`src/rtl/sym_cond_pkg.sv`:
```
package sym_cond_pkg;

    localparam int NUM_OPS = 2;
    localparam int SEL_W   = 4;
    localparam int WIDE_W  = 33;

    typedef enum logic [SEL_W-1:0] {
        SEL_ALWAYS  = 4'd0,
        SEL_BOUND_A = 4'd1,
        SEL_BOUND_B = 4'd2,
        SEL_TRAIL_A = 4'd3,
        SEL_TRAIL_B = 4'd4,
        SEL_ENV_A   = 4'd5,
        SEL_ENV_B   = 4'd6,
        SEL_STICKY  = 4'd7,
        SEL_NEVER   = 4'd8
    } cond_sel_e;

    typedef struct packed {
        logic bound;
        logic trail;
        logic env;
    } op_flags_t;

    // True when (high - low) < margin, taken as a signed difference.
    function automatic logic gap_short(input logic [WIDE_W-1:0] low,
                                       input logic [WIDE_W-1:0] high,
                                       input logic [WIDE_W-1:0] margin);
        return (low + margin) > high;
    endfunction

endpackage

```
`src/rtl/sym_operand_eval.sv`:
```
module sym_operand_eval
    import sym_cond_pkg::*;
#(
    parameter int TAG_W  = 3,
    parameter int ADDR_W = 16,
    parameter logic [TAG_W-1:0] UNBOUND_TAG = '0
) (
    input  logic [TAG_W-1:0]  tag,
    input  logic [ADDR_W-1:0] addr,
    input  logic [ADDR_W-1:0] choice_bound,
    input  logic [ADDR_W-1:0] env_base,
    input  logic [ADDR_W-1:0] env_limit,
    output op_flags_t         flags
);
    always_comb begin
        flags.bound = (tag != UNBOUND_TAG);
        flags.trail = (addr < choice_bound);
        flags.env   = (addr >= env_base) && (addr < env_limit);
    end
endmodule

```
`src/rtl/sym_guard_pair.sv`:
```
module sym_guard_pair
    import sym_cond_pkg::*;
#(
    parameter int ADDR_W = 16
) (
    input  logic [ADDR_W-1:0] low_ptr,
    input  logic [ADDR_W-1:0] high_ptr,
    input  logic [ADDR_W-1:0] margin,
    output logic              near
);
    localparam int PAD = WIDE_W - ADDR_W;

    always_comb begin
        near = gap_short({{PAD{1'b0}}, low_ptr},
                         {{PAD{1'b0}}, high_ptr},
                         {{PAD{1'b0}}, margin});
    end
endmodule

```
`src/rtl/sym_cond_select.sv`:
```
module sym_cond_select
    import sym_cond_pkg::*;
(
    input  op_flags_t [NUM_OPS-1:0] flags,
    input  logic                    sticky,
    input  logic [SEL_W-1:0]        sel,
    input  logic                    valid,
    output logic                    exec_en
);
    logic cond_true;

    always_comb begin
        case (cond_sel_e'(sel))
            SEL_ALWAYS:  cond_true = 1'b1;
            SEL_BOUND_A: cond_true = flags[0].bound;
            SEL_BOUND_B: cond_true = flags[1].bound;
            SEL_TRAIL_A: cond_true = flags[0].trail;
            SEL_TRAIL_B: cond_true = flags[1].trail;
            SEL_ENV_A:   cond_true = flags[0].env;
            SEL_ENV_B:   cond_true = flags[1].env;
            SEL_STICKY:  cond_true = sticky;
            default:     cond_true = 1'b0;
        endcase
        exec_en = valid && cond_true;
    end
endmodule

```
`src/rtl/sym_cond_unit.sv`:
```
module sym_cond_unit
    import sym_cond_pkg::*;
#(
    parameter int TAG_W  = 3,
    parameter int ADDR_W = 16,
    parameter logic [TAG_W-1:0] UNBOUND_TAG = '0
) (
    input  logic              clk,
    input  logic              rst,
    input  logic              instr_valid,
    input  logic [3:0]        cond_sel,
    input  logic [TAG_W-1:0]  op_a_tag,
    input  logic [ADDR_W-1:0] op_a_addr,
    input  logic [TAG_W-1:0]  op_b_tag,
    input  logic [ADDR_W-1:0] op_b_addr,
    input  logic [ADDR_W-1:0] choice_bound,
    input  logic [ADDR_W-1:0] env_base,
    input  logic [ADDR_W-1:0] env_limit,
    input  logic [ADDR_W-1:0] trail_ptr,
    input  logic [ADDR_W-1:0] trail_limit,
    input  logic [ADDR_W-1:0] stk_up_ptr,
    input  logic [ADDR_W-1:0] stk_down_ptr,
    input  logic [ADDR_W-1:0] guard_margin,
    input  logic              sticky_clr,
    output logic              exec_en,
    output logic              sticky_ovf
);
    localparam int NUM_PAIRS = 2;

    logic [NUM_OPS-1:0][TAG_W-1:0]  op_tags;
    logic [NUM_OPS-1:0][ADDR_W-1:0] op_addrs;
    op_flags_t [NUM_OPS-1:0]        op_flags;

    logic [NUM_PAIRS-1:0][ADDR_W-1:0] pair_low;
    logic [NUM_PAIRS-1:0][ADDR_W-1:0] pair_high;
    logic [NUM_PAIRS-1:0]             pair_near;

    logic sticky_q;
    logic any_near;

    assign op_tags  = {op_b_tag, op_a_tag};
    assign op_addrs = {op_b_addr, op_a_addr};

    // Pair 0: facing stacks. Pair 1: trail against its limit.
    assign pair_low  = {trail_ptr, stk_up_ptr};
    assign pair_high = {trail_limit, stk_down_ptr};

    for (genvar i = 0; i < NUM_OPS; i++) begin : g_op
        sym_operand_eval #(
            .TAG_W      (TAG_W),
            .ADDR_W     (ADDR_W),
            .UNBOUND_TAG(UNBOUND_TAG)
        ) u_eval (
            .tag         (op_tags[i]),
            .addr        (op_addrs[i]),
            .choice_bound(choice_bound),
            .env_base    (env_base),
            .env_limit   (env_limit),
            .flags       (op_flags[i])
        );
    end

    for (genvar p = 0; p < NUM_PAIRS; p++) begin : g_pair
        sym_guard_pair #(
            .ADDR_W(ADDR_W)
        ) u_guard (
            .low_ptr (pair_low[p]),
            .high_ptr(pair_high[p]),
            .margin  (guard_margin),
            .near    (pair_near[p])
        );
    end

    assign any_near = |pair_near;

    // A new near condition wins over a clear in the same cycle.
    always_ff @(posedge clk) begin
        if (rst) begin
            sticky_q <= 1'b0;
        end else begin
            sticky_q <= any_near || (sticky_q && !sticky_clr);
        end
    end

    assign sticky_ovf = sticky_q;

    sym_cond_select u_select (
        .flags  (op_flags),
        .sticky (sticky_q),
        .sel    (cond_sel),
        .valid  (instr_valid),
        .exec_en(exec_en)
    );
endmodule

```
`config.mk`:
```
export PLATFORM = sky130hd
export DESIGN_NAME = sym_cond_unit
export DESIGN_NICKNAME = d
export VERILOG_FILES = /design/src/rtl/sym_cond_pkg.sv /design/src/rtl/sym_operand_eval.sv /design/src/rtl/sym_guard_pair.sv /design/src/rtl/sym_cond_select.sv /design/src/rtl/sym_cond_unit.sv
export SDC_FILE = /design/constraint.sdc
export NUM_CORES = 1
export LEC_CHECK = 0
export CELL_PAD_IN_SITES_DETAIL_PLACEMENT = 1
export CELL_PAD_IN_SITES_GLOBAL_PLACEMENT = 1
export CORE_MARGIN = 2
export CORE_UTILIZATION = 35
export DETAILED_ROUTE_END_ITERATION = 7
export DONT_BUFFER_PORTS = 1
export HOLD_SLACK_MARGIN = 0.15
export PLACE_DENSITY_LB_ADDON = 0.1
export RECOVER_POWER = 50
export SYNTH_ARGS = -nofsm -noshare
export SYNTH_HDL_FRONTEND = slang
export SYNTH_SLANG_ARGS = --single-unit
```
`constraint.sdc`:
```
create_clock -name clk -period 7.1 [get_ports clk]
set_input_delay 0.355 -clock clk [delete_from_list [all_inputs] [get_ports clk]]
set_output_delay 0.355 -clock clk [all_outputs]
set_load 0.1 [all_outputs]
```
==> results of run 1 <==
[per-stage QoR]
stage,setup slack (ns),util [%],std cells
2_1_floorplan,3.55,-,587
3_3_place_gp,3.16,37.4,759
3_5_place_dp,3.07,37.4,759
4_1_cts,3.08,37.4,759
5_1_grt,2.86,37.4,759
6_report,3.07,37.4,759
[worst max-delay path: stages]
cell      delay (ns)
ha_1            0.33
o21a_2          0.22
a211o_1         0.33
a41o_1          0.29
nor4_2          0.23
nor3_1          0.10
a2111o_1        0.44
xnor2_1         0.15
ha_1            0.27
nand2_1         0.08
nor4_1          0.34
nand4_1         0.15
o21ai_0         0.09
a21oi_1         0.07
nor4_1          0.35
o21ai_1         0.09
[cell type report]
| cell class | instances | area, µm² | share of cell area [%] |
|---|---|---|---|
| inverters | 96 | 360 | 7.69 |
| multi-input cells | 489 | 4060 | 86.7 |
| flip-flops and latches | 1 | 20.0 | 0.427 |
| well taps | 172 | 215 | 4.59 |
| repair buffers | 1 | 27.5 | 0.588 |
[power by group through the flow]
stage | logic [W] | registers, W | clock network, W
4_1_cts | 0.000366 | 0.0000190 | 0
3_3_place_gp | 0.000350 | 0.0000189 | 0
2_1_floorplan | 0.000277 | 0.0000181 | 0
5_1_grt | 0.000418 | 0.0000190 | 0
6_report | 0.000359 | 0.0000189 | 0
3_5_place_dp | 0.000364 | 0.0000190 | 0
[logic make-up (layout without fill, tap and decap cells)]
family	after synthesis	in the layout	share of synthesized area [%]
fa+ha+maj	158	158	44.8
xor+xnor	23	23	4.53
compound gates	169	169	25.4
flops	1	1	0.450
buf+inv	97	97	8.19
simple gates	139	139	16.6
[how the worst max path moves through the flow]
stage,start,slack (ns),end,depth (start not counted)
after floorplan,trail_ptr[2],3.55,sticky_ovf,16
after global placement,trail_ptr[2],3.16,sticky_ovf,16
after detailed placement,trail_ptr[2],3.07,sticky_ovf,16
after CTS,trail_ptr[2],3.08,sticky_ovf,16
after global routing,trail_ptr[1],2.86,sticky_ovf,16
final,trail_ptr[2],3.07,sticky_ovf,16
[per-layer routing]
layer  routed length [µm]  part of all wire (%)  track usage (%)
met5                    0                     0                0
met4                   51                  0.39            0.784
met3                  741                   5.7             3.01
met2                 6970                    54             38.7
met1                 5240                    40             21.0
[cell usage after synthesis (all sizes together), types with 7 or more instances]
library cell | n | share of area, %
nand2 | 22 | 1.9
nand4 | 15 | 2.1
nand3 | 11 | 1.2
nor4 | 10 | 1.5
nor2 | 24 | 2.0
o21a | 17 | 2.9
nand2b | 11 | 1.5
nor3 | 16 | 1.8
a31oi | 7 | 0.99
nor2b | 11 | 1.5
a21o | 33 | 5.6
xnor2 | 20 | 3.9
inv | 96 | 8.1
a21oi | 40 | 4.5
ha | 156 | 44
o21ai | 32 | 3.6
==> results by group, run 1 <==
Place
  • Detailed Place HPWL: 12300 µm
  • Dpl cell area: 4680 µm²
  • # port buffers: 0
  • Gp weighted congestion: 0.810

CTS
  • Clock slew at reported path FFs: 0 ns
  • CTS Hold Bufs: 0
  • Post-CTS Repair Setup Buffers: 0
  • Post_cts resized: 0
  • Clock Latency Late Sink: 0 ns

Min path
  • Hold Crit Class: input pin to flip-flop
  • Hold worst-path end: sticky_ovf
  • Worst Hold Depth: 1
  • Beginning of the worst hold path: rst

Routing
  • Iteration-0 DRC Markers: 99
  • DRC violations left: 0
  • Wirelength, routed: 13000 µm
  • ANT nets after route: 0
  • Vias per std cell: 5.51
  • Via count: 4184
  • Routed WL per cell: 17.1 µm
  • First-pass detailed-route iteration total: 4

Global route
  • Initial antenna violation count: 0
  • GRT Total Usage: 18.8%
  • Congestion Overflow GR: 0
  • Pin count of the biggest net entering global routing: 8
  • First-pass GRT wire length: 20800 µm
  • Vias in the first global route: 4522

STA
  • Hold Slack: 0.459 ns
  • Min cycle time layout: 4.03 ns
  • Slew Limit Fails: 0
  • Max frequency: 248 MHz
  • Fin. Hold Viols: 0
  • Setup Skew: 0 ns
  • Setup TNS: 0 ns
  • Slew @ Worst Pin: 1.03 ns
  • Final setup viols: 0
  • Slew margin rel.: 31.4%
  • Fin crit share: 56.7%
  • RSZ-0062 raised after global routing: no

Floorplanning
  • Die width: 117 µm
  • Core area: 12500 µm²
  • Initial Utilization: 35.5%
  • Die Span Y: 117 µm
  • Die area: 13600 µm²
  • Ports: 176
  • Row cnt: 41

Worst setup path
  • CP Launch Type: input pin
  • CP required: 6.96 ns
  • CP max FO: 4
  • R2r setup slk: 4.96 ns
  • Crit. End Element: flip-flop
  • R2r worst-path depth: 5
  • Reg2reg end: sticky_ovf
  • CP Class: input pin to flip-flop
  • WP data arrival: 3.89 ns
  • Worst reg2reg path startpoint: sticky_ovf

Yosys
  • Syn avg cell area: 7.57 µm²
  • Mapped Nets: 919
  • Synthesized flop and latch total: 1
  • EDFF count, synth: 0
  • Post-synth top flop: dfxtp_1
  • Syn Std Cell Area: 4450 µm²
  • Ys async rst share: 0%
  • Post-synth cell types: 53
  • Synth warn: 0
  • Gate Count Post-Synth: 587
  • Sequential fraction of the synthesis area: 0.450%

Final layout
  • Max reg flops: 1
  • Most common cell after layout, fill and taps aside: ha_1
  • Area grow syn2layout: 5.38%
  • Post-route cell area: 4680 µm²
  • # diodes: 0
  • Share of cells above drive strength 1: 1.70%
  • Most frequent cells in the layout: ha_1 (156), inv_1 (96), a21oi_1 (40), a21o_1 (32)
  • Fillers: 1580
  • Nets: 921

Pwr
  • Switching power: 0.000203 W
  • Leakage: 2.55 nW
  • Pint: 0.000175 W
  • Sequential share of power: 5.0%
  • Comb power frac: 95.0%
  • Peak VDD IR: 0.0000356 V
  • Pwr Total: 0.000378 W
  • Net Sw Frac: 53.6%
  • PD cells: 80.6 nW/µm²
  • Clock power frac: 0%

Status
  • Outcome: finished, final reports clean

Job
  • Max cap viols: 0
(Power assumes the default switching activity.)
==> run 2, diff against run 1 <==
==> constraint.sdc (replaced) <==
create_clock -name clk -period 4.1 [get_ports clk]
set_input_delay 0.205 -clock clk [delete_from_list [all_inputs] [get_ports clk]]
set_output_delay 0.205 -clock clk [all_outputs]
set_load 0.1 [all_outputs]
==> run 2 against run 1 <==
Net effect:
- sequential share of layout area hardly changed
- worst hold slack worse by 0.15 ns
- core utilization grew 0.10 points
- via count about the same
- combinational power increased by 74%
- die area unchanged
- largest power group unchanged
- critical endpoint unchanged
- setup slack worse by 2.8 ns
- sequential power up 71%
- clock skew unchanged
- cell count did not move
- flip-flop and latch count stayed put
- register-to-register slack got worse by 3.0 ns
- largest cell class unchanged
==> results by group, run 2 (same netlist as run 1, synthesis figures left out) <==
Status
  • Outcome: finished, final reports clean

Place
  • # port buffers: 0
  • Detailed Place HPWL: 12400 µm
  • Gp weighted congestion: 0.810
  • Place WS: 0.149 ns

Worst setup path
  • WP buf/inv: 0
  • CP top delay family: compound AO/OA/AOI/OAI gates
  • CP Launch Type: input pin
  • WP data arrival: 3.71 ns
  • Most used cell, CP: nor4_2
  • Slowest-stage cell, CP: a2111o_1
  • CP max FO: 4
  • Critical Path Max Stage Delay: 0.45 ns
  • CP required: 3.96 ns
  • CP Class: input pin to flip-flop
  • R2r setup slk: 1.98 ns
  • Crit. End Element: flip-flop
  • Worst-path cell chain: ha_1 -> o21a_2 -> a211o_1 -> a41o_1 -> nor4_2 -> nor3_1 -> a2111o_1 -> xnor2_1 -> ha_1 -> nand2_1 -> nor4_2 -> nand4_1 -> o21ai_0 -> a21oi_1 -> nor4_2 -> o21ai_1

Routing
  • Iteration-0 DRC Markers: 71
  • First-pass detailed-route iteration total: 4
  • Via count: 4183
  • Wirelength, routed: 13100 µm
  • DRC violations left: 0
  • Vias per std cell: 5.51
  • ANT nets after route: 0
  • Routed WL per cell: 17.2 µm

STA
  • RSZ-0062 raised after global routing: no
  • Setup TNS: 0 ns
  • Slew @ Worst Pin: 1.02 ns
  • Fin crit share: 93.8%
  • Final setup viols: 0
  • Slew margin rel.: 32.1%
  • Final WS setup: 0.255 ns
  • Setup Skew: 0 ns
  • Slew Limit Fails: 0
  • Max frequency: 260 MHz
  • Min cycle time layout: 3.85 ns
  • Fin. Hold Viols: 0

Final layout
  • Most frequent cells in the layout: ha_1 (156), inv_1 (96), a21oi_1 (40), a21o_1 (32)
  • Fin util: 37.5%
  • Max reg flops: 1
  • Nets: 921
  • Most common cell after layout, fill and taps aside: ha_1
  • Share of cells above drive strength 1: 2.04%
  • # diodes: 0
  • Area grow syn2layout: 5.66%

CTS
  • Clock Latency Late Sink: 0 ns
  • Clock slew at reported path FFs: 0 ns

Global route
  • Initial antenna violation count: 0
  • GRT Total Usage: 18.8%
  • Pin count of the biggest net entering global routing: 8
  • Vias in the first global route: 4514
  • Congestion Overflow GR: 0
  • First-pass GRT wire length: 20800 µm

Floorplanning
  • Die Span Y: 117 µm
  • Core area: 12500 µm²
  • Initial Utilization: 35.5%
  • Die area: 13600 µm²
  • Ports: 176
  • Die width: 117 µm
  • Row cnt: 41

Pwr
  • PD cells: 140 nW/µm²
  • Peak VDD IR: 0.0000593 V
  • Net Sw Frac: 53.8%
  • Comb power frac: 95.1%
  • Sequential share of power: 4.9%
  • Leakage: 2.55 nW
  • Switching power: 0.000353 W
  • Pint: 0.000304 W
  • Clock power frac: 0%

Job
  • Max cap viols: 0

Min path
  • Hold Crit Class: input pin to flip-flop
==> run 2: per-layer routing <==
layer / part of all wire, % / track usage [%] / up-vias
met5: 0 / 0 / -
met3: 5.6 / 3.17 / 2
met1: 40 / 20.8 / 1933
met2: 54 / 38.8 / 93
met4: 0.44 / 0.863 / 0
li1: - / - / 2155
==> run 2: final timing paths <==
| kind | from | to | depth (start not counted) |
|---|---|---|---|
| setup / recovery | trail_ptr[2] | sticky_ovf | 16 |
| setup reg to reg | sticky_ovf | sticky_ovf | 5 |
| hold / removal | rst | sticky_ovf | 1 |
| hold reg to reg | sticky_ovf | sticky_ovf | 5 |
==> run 2: repair_timing <==
action / in CTS / in global routing
hold buffers: 0 / 0
setup endpoints to repair: 0 / 1
resized for setup: 0 / 2
buffers inserted: 0 / 0
==> run 2: layout make-up <==
cell class              count  area [µm²]
multi-input cells         489        4070
inverters                  96         360
fillers                  1588        7820
repair buffers              1        27.5
flip-flops and latches      1        20.0
well taps                 172         215
==> run 2: worst register-to-register path: stages, from the launching register on <==
cell and delay (ns):
dfxtp_1 0.63, nor2b_1 0.31, a2111oi_0 0.43, o221ai_1 0.24
nor4_2 0.29, o21ai_1 0.09
==> run 2: power by group through the flow <==
stage	combinational [W]	clock, W	sequential (W)
after floorplan	0.000480	0	0.0000313
after global placement	0.000607	0	0.0000328
after detailed placement	0.000629	0	0.0000328
after CTS	0.000634	0	0.0000328
after global routing	0.000725	0	0.0000331
final	0.000625	0	0.0000324
==> run 2: per-stage QoR <==
step                      area (µm²)  cells  hold slack, ns  power (W)
final                           4700    759           0.313   0.000658
after global routing            4700    759           0.323   0.000758
after CTS                       4680    759           0.315   0.000667
after detailed placement        4680    759           0.315   0.000662
after global placement          4680    759           0.309   0.000639
after floorplan                 4450    587           0.305   0.000512
